==> src/rtl/ocmp_pkg.sv <==
package ocmp_pkg;
  typedef enum logic [1:0] {
    ACT_HOLD   = 2'b00,
    ACT_INVERT = 2'b01,
    ACT_LOW    = 2'b10,
    ACT_HIGH   = 2'b11
  } pin_act_e;

  function automatic logic apply_act(input pin_act_e act, input logic cur);
    case (act)
      ACT_INVERT: apply_act = ~cur;
      ACT_LOW:    apply_act = 1'b0;
      ACT_HIGH:   apply_act = 1'b1;
      default:    apply_act = cur;
    endcase
  endfunction
endpackage

==> src/rtl/ocmp_blocker.sv <==
// Holds the "mask next tick" request raised by a counter write.
module ocmp_blocker (
  input  logic clk,
  input  logic rst,
  input  logic tick_i,
  input  logic cnt_wr_i,
  output logic masked_o
);
  logic pend_q;

  // A write in the current cycle masks a tick in the same cycle.
  assign masked_o = pend_q | cnt_wr_i;

  always_ff @(posedge clk) begin
    if (rst) begin
      pend_q <= 1'b0;
    end else if (cnt_wr_i) begin
      pend_q <= ~tick_i;
    end else if (tick_i) begin
      pend_q <= 1'b0;
    end
  end
endmodule

==> src/rtl/ocmp_detect.sv <==
// Equality compare qualified by tick and mask; registered match/clear.
module ocmp_detect #(
  parameter int CNT_W = 16
) (
  input  logic             clk,
  input  logic             rst,
  input  logic [CNT_W-1:0] cnt_i,
  input  logic [CNT_W-1:0] cmp_val_i,
  input  logic             tick_i,
  input  logic             masked_i,
  input  logic             pwm_mode_i,
  input  logic             ctc_top_i,
  output logic             hit_o,
  output logic             match_o,
  output logic             clr_req_o
);
  logic eq;

  assign eq    = (cnt_i == cmp_val_i);
  assign hit_o = tick_i & eq & ~masked_i;

  always_ff @(posedge clk) begin
    if (rst) begin
      match_o   <= 1'b0;
      clr_req_o <= 1'b0;
    end else begin
      match_o   <= hit_o;
      clr_req_o <= hit_o & ctc_top_i & ~pwm_mode_i;
    end
  end
endmodule

==> src/rtl/ocmp_wave.sv <==
// Pin register: real or forced event applies the action once.
module ocmp_wave
  import ocmp_pkg::*;
(
  input  logic       clk,
  input  logic       rst,
  input  logic       hit_i,
  input  logic       force_i,
  input  logic       pwm_mode_i,
  input  logic [1:0] act_i,
  output logic       pin_o
);
  logic evt;

  assign evt = (hit_i | force_i) & ~pwm_mode_i;

  always_ff @(posedge clk) begin
    if (rst) begin
      pin_o <= 1'b0;
    end else if (evt) begin
      pin_o <= apply_act(pin_act_e'(act_i), pin_o);
    end
  end
endmodule

==> src/rtl/ocmp_unit.sv <==
module ocmp_unit #(
  parameter int CNT_W = 16
) (
  input  logic             clk,
  input  logic             rst,
  input  logic [CNT_W-1:0] cnt_i,
  input  logic             tick_i,
  input  logic [CNT_W-1:0] cmp_val_i,
  input  logic [1:0]       act_i,
  input  logic             pwm_mode_i,
  input  logic             ctc_top_i,
  input  logic             force_i,
  input  logic             cnt_wr_i,
  output logic             pin_o,
  output logic             match_o,
  output logic             clr_req_o
);
  logic masked;
  logic hit;

  ocmp_blocker u_blk (
    .clk      (clk),
    .rst      (rst),
    .tick_i   (tick_i),
    .cnt_wr_i (cnt_wr_i),
    .masked_o (masked)
  );

  ocmp_detect #(.CNT_W(CNT_W)) u_det (
    .clk        (clk),
    .rst        (rst),
    .cnt_i      (cnt_i),
    .cmp_val_i  (cmp_val_i),
    .tick_i     (tick_i),
    .masked_i   (masked),
    .pwm_mode_i (pwm_mode_i),
    .ctc_top_i  (ctc_top_i),
    .hit_o      (hit),
    .match_o    (match_o),
    .clr_req_o  (clr_req_o)
  );

  ocmp_wave u_wave (
    .clk        (clk),
    .rst        (rst),
    .hit_i      (hit),
    .force_i    (force_i),
    .pwm_mode_i (pwm_mode_i),
    .act_i      (act_i),
    .pin_o      (pin_o)
  );
endmodule

==> config.mk <==
export PLATFORM = sky130hd
export DESIGN_NAME = ocmp_unit
export DESIGN_NICKNAME = d
export VERILOG_FILES = /design/src/rtl/ocmp_pkg.sv /design/src/rtl/ocmp_blocker.sv /design/src/rtl/ocmp_detect.sv /design/src/rtl/ocmp_wave.sv /design/src/rtl/ocmp_unit.sv
export SDC_FILE = /design/constraint.sdc
export NUM_CORES = 1
export LEC_CHECK = 0
export BUFFER_PORTS_ARGS = -buffer_cell sky130_fd_sc_hd__buf_4
export CORE_AREA = 2 2 39 41
export DETAILED_ROUTE_END_ITERATION = 8
export DIE_AREA = 0 0 41 43
export PLACE_DENSITY = 0.8
export SLEW_MARGIN = 10
export SYNTH_ARGS = -nofsm -noshare
export SYNTH_HDL_FRONTEND = slang
export SYNTH_SLANG_ARGS = --single-unit
==> constraint.sdc <==
create_clock -name clk -period 1.3 [get_ports clk]
set_input_delay 0.065 -clock clk [delete_from_list [all_inputs] [get_ports clk]]
set_output_delay 0.065 -clock clk [all_outputs]
set_load 0.02 [all_outputs]
==> results of run 1 <==
path summary, 6_finish.rpt:
path                                  start                   endpoint  slack [ns]  depth (start not counted)
setup / recovery  u_blk.pend_q$_SDFFE_PP0P_  u_wave.pin_o$_SDFFE_PP0P_        0.11                          5
hold reg to reg   u_blk.pend_q$_SDFFE_PP0P_  u_blk.pend_q$_SDFFE_PP0P_        0.53                          2
setup reg to reg  u_blk.pend_q$_SDFFE_PP0P_  u_wave.pin_o$_SDFFE_PP0P_        0.11                          5
hold / removal                       tick_i  u_blk.pend_q$_SDFFE_PP0P_        0.01                          2
synth_stat cells, drive strengths merged:
cell type	number	area (um2)
o21bai	1	7.51
inv	1	3.75
nor4	2	12.5
nand2	1	3.75
nor2	4	15.0
nand2b	3	18.8
nor3	2	10.0
o211a	1	10.0
nand4	4	25.0
xnor2	16	140
nand3	3	15.0
nor4b	1	15.0
o21ai	1	5.00
dfxtp	4	80.1
a21oi	1	5.00
o32ai	1	16.3
logic make-up (layout without fill, tap and decap cells):
group | Yosys count | in the layout | share of synthesized area
compound gates | 5 | 5 | 0.114
buf+inv | 1 | 47 | 0.00979
flops | 4 | 4 | 0.209
simple gates | 20 | 20 | 0.301
xor+xnor | 16 | 16 | 0.366
report_power, final:
| group | total, mW | leakage, nW | internal [mW] | switching [mW] |
|---|---|---|---|---|
| logic | 0.190 | 0.290 | 0.126 | 0.0643 |
| clock network | 0.157 | 0.0138 | 0.103 | 0.0539 |
| registers | 0.130 | 0.0325 | 0.127 | 0.00321 |
| total | 0.478 | 0.336 | 0.357 | 0.121 |
routing by layer:
layer | part of all wire | routed length [um] | vias up | GRT usage
met2 | 0.57 | 599 | 29 | 0.297
met4 | 0 | 0 | 0 | 0.0800
met5 | 0 | 0 | - | 0
met3 | 0.11 | 120 | 0 | 0.0105
li1 | - | - | 256 | -
met1 | 0.32 | 334 | 221 | 0.150
state kept, by name (all words and copies together) (netlist names):
| name | count |
|---|---|
| u_blk.pend_q | 1 |
| u_det.clr_req_o | 1 |
| u_det.match_o | 1 |
| u_wave.pin_o | 1 |
critical path, delay by kind of cell, from the launching register on:
family | cells | cell delay, ns
and+or+nand+nor | 3 | 0.47
AOI/OAI and AO/OA | 2 | 0.32
DFF | 1 | 0.30
through the flow:
stage                     instance area, um2   util
final                                    751  0.542
after detailed placement                 726  0.524
after global placement                   726  0.524
after CTS                                748  0.541
after global routing                     751  0.542
after floorplan                          383      -
layout make-up:
type	instances	area [um2]
timing repair buffer	43	323
clock buffer	3	22.5
sequential	4	80.1
fill	139	633
tap	16	20.0
multi-input combinational	41	302
inverter	1	3.75
==> flow_summary.ini, run 1 <==
[status]
outcome = complete, no violations

[critical_path]
cp_max_fo = 3
worstPathCellList = nor2_2, nand3_1, nor4_1, a21oi_1, o32ai_2
crit_path_start_kind = flop
cp.required_ns = 1.45
arrival_ns = 1.34
worstSetupPathType = flop to flop
cp_slowest_cell = dfxtp_1
cpPeakStageDelay_ns = 0.30
end_kind = flop

[yosys]
synth-seq-area-share = 0.209
synth.net_count = 87
syn_area_um2 = 383
yosysUniqueCellTypes = 16
yosysWarnings = 0
yosys_register_bits = 4
synthCells = 46
syn_avg_cell_area_um2 = 8.32

[timing]
setup_slack_ns = 0.115
drv_slew = 0
tns_ns = 0
skew_ns = 0.00477
whs_ns = 0.0122
setup_viol = 0
period_share = 0.912
rsz0062_at_grt = no
clock.fmax_ghz = 0.844
max_slew.worst_pin.slew_ns = 0.266
fin_crit_ns = 1.19
max_slew_margin = 0.821
hold_viol = 0

[clock_network]
clk_pin_slew_worst_paths_ns = 0.04
clk_path_buf_depth = 2
clockRootBuffer = clkbuf_4
cts_tree = done
htreeDepth = 1
clkLatencyLatePin_ns = 0.24
cts_inserted_buffers = 3
hold_buffers = 0
cts-resized-gates = 0
clkSinkCount = 4
postCtsSetupBuffers = 0

[place]
dp.cells = 105
port_buffers = 43
dp_slack_ns = 0.0780
dp.final_hpwl_um = 957
gp_congestion = 0.669

[worst_hold_path]
hold_class = input port to flop

[global_routing]
overflow = 0
grt_use_total = 0.156
grt_pass1_vias = 534
antenna_found_initial = 0
grt_pass1_wl_um = 1950
grt_max_degree = 6

[drt]
drtIter0Drc = 4
drc_errors = 0
ant_nets = 0
dr.pass1.iters = 3
dr_total_vias = 506
wl_per_cell_um = 9.76
wl_um = 1050
vias_per_cell = 4.69

[die]
core_area_um2 = 1380
die_w_um = 41
io_pins = 44
initial_core_util = 0.277
rows = 14
fp.dieH_um = 43
die_area_um2 = 1760

[pwr]
p_per_area_nw_per_um2 = 637
ir_worst_vdd_mv = 0.225
finalPower_mw = 0.478
p_leak_nw = 0.336

[layout]
layout.nets = 135
layout-drive-gt1-share = 0.533
num_antenna_cells = 0
area_growth_pct = 96.1
instances_no_fill = 108
final_common_cell = buf_4
mostFrequentLayoutCells = 43 x buf_4, 16 x xnor2_1, 4 x nand4_1, 4 x dfxtp_1

[job]
drv_cap = 0
Power figures use the tool's default switching activity.
==> run 2: changes to the inputs <==
Clock period 1.3 ns to 1.2 ns, I/O delays scaled along.
==> run 2 against run 1 <==
Cell count rose by 0.93%. Wire length grew 4.3%. Count of clock-buffer cells in the layout is the same. Hold slack better by 0.013 ns. First-iteration DRC count unchanged. Critical path depth is 1 higher. Setup slack got worse by 0.060 ns. Die area did not move. Cell area up 3.0%. Register-to-register slack worse by 0.03 ns. Critical endpoint is now u_det.clr_req_o$_SDFF_PP0_.
==> flow_summary.ini, run 2 (synthesis results as in run 1) <==
[worst_hold_path]
hold_class = input port to flop

[layout]
final_util = 0.559
fin_area_um2 = 773
layout-drive-gt1-share = 0.548
layout.nets = 136
instances_no_fill = 109
area_growth_pct = 102
num_antenna_cells = 0
mostFrequentLayoutCells = 43 x buf_4, 16 x xnor2_1, 4 x nand4_1, 4 x dfxtp_1
final_common_cell = buf_4

[die]
rows = 14
core_area_um2 = 1380
die_w_um = 41
io_pins = 44
fp.dieH_um = 43
initial_core_util = 0.277
die_area_um2 = 1760

[timing]
fin_crit_ns = 1.15
tns_ns = 0
skew_ns = 0.000982
max_slew.worst_pin.slew_ns = 0.245
clock.fmax_ghz = 0.873
max_slew_margin = 0.835
period_share = 0.955
rsz0062_at_grt = yes
hold_viol = 0
whs_ns = 0.0248
setup_slack_ns = 0.0544
drv_slew = 0
setup_viol = 0

[critical_path]
r2r_start = u_blk.pend_q$_SDFFE_PP0P_
cp_slowest_cell = dlygate4sd3_1
r2r-end = u_det.clr_req_o$_SDFF_PP0_
cp.required_ns = 1.35
startpoint = tick_i
cp_max_fo = 3
crit_path_end = u_det.clr_req_o$_SDFF_PP0_
reg2regPathDepth = 5
arrival_ns = 1.29
cpPeakStageDelay_ns = 0.53
end_kind = flop
crit_path_start_kind = input port
r2r_slack_ns = 0.08
worstSetupPathType = input port to flop
worstPathCellList = dlygate4sd3_1, buf_4, nand3_1, nor4_2, nand2b_1, nor4b_2

[drt]
wl_um = 1100
dr.pass1.iters = 2
ant_nets = 0
dr_total_vias = 518
drc_errors = 0
vias_per_cell = 4.75
wl_per_cell_um = 10.1
drtIter0Drc = 4

[clock_network]
clk_path_buf_depth = 2
cts_inserted_buffers = 3
clkLatencyLatePin_ns = 0.24
clk_pin_slew_worst_paths_ns = 0.04
clockRootBuffer = clkbuf_4
cts_tree = done
clkSinkCount = 4
htreeDepth = 1

[place]
dpl_cell_area_um2 = 726
gp_congestion = 0.679
dp.final_hpwl_um = 962
dp_slack_ns = -0.00993
dp.cells = 105
port_buffers = 43

[pwr]
p_per_area_nw_per_um2 = 678
finalPower_mw = 0.525
p_leak_nw = 0.340
ir_worst_vdd_mv = 0.341

[global_routing]
grt_max_degree = 6
grt_pass1_vias = 495
grt_pass1_wl_um = 1690
antenna_found_initial = 0
overflow = 0
grt_use_total = 0.141

[status]
outcome = complete, no violations

[job]
drv_cap = 0
## run 2: cell types whose count changed in the layout (fill, tap and decap cells not counted), sizes merged
cell,before,now
dlygate4sd3,0,1
## run 2: routing by layer
metal	up-vias	share of wire	global-route usage	routed length [um]
met3	2	0.13	0.0576	139
met5	-	0	0	0
met1	225	0.32	0.121	352
met4	0	0.0091	0.0800	10
met2	33	0.54	0.250	597
li1	258	-	-	-
## run 2: area by class of cell
cell class,count,area (um2)
inverter,1,3.75
tap,16,20.0
sequential,4,80.1
multi-input combinational,41,314
clock buffer,3,22.5
fill,122,611
timing repair buffer,44,333
## run 2: worst min-delay path by stage
stage	start	end	slack [ns]	depth (start not counted)
3_5_place_dp	tick_i	u_blk.pend_q$_SDFFE_PP0P_	0.25	2
3_3_place_gp	tick_i	u_blk.pend_q$_SDFFE_PP0P_	0.25	2
4_1_cts	pwm_mode_i	u_det.clr_req_o$_SDFF_PP0_	0.01	2
6_report	pwm_mode_i	u_det.clr_req_o$_SDFF_PP0_	0.02	2
5_1_grt	pwm_mode_i	u_det.clr_req_o$_SDFF_PP0_	0.02	2
2_1_floorplan	pwm_mode_i	u_det.clr_req_o$_SDFF_PP0_	0.13	1
## run 2: power breakdown
| group | internal [mW] | switching [mW] | leakage [nW] |
|---|---|---|---|
| registers | 0.138 | 0.00416 | 0.0325 |
| logic | 0.139 | 0.0726 | 0.294 |
| clock network | 0.112 | 0.0587 | 0.0138 |
## run 2: worst max-delay path, delay by kind of cell
family                 cells  cell delay, ns
buffers and inverters      2            0.64
and+or+nand+nor            4            0.58
## run 2: repair_timing
item	4_1_cts	5_1_grt
hold endpoints to repair	1	0
endpoints found under the setup margin	0	2
gates resized for setup	0	3
hold buffers	1	0
buffers inserted	0	0
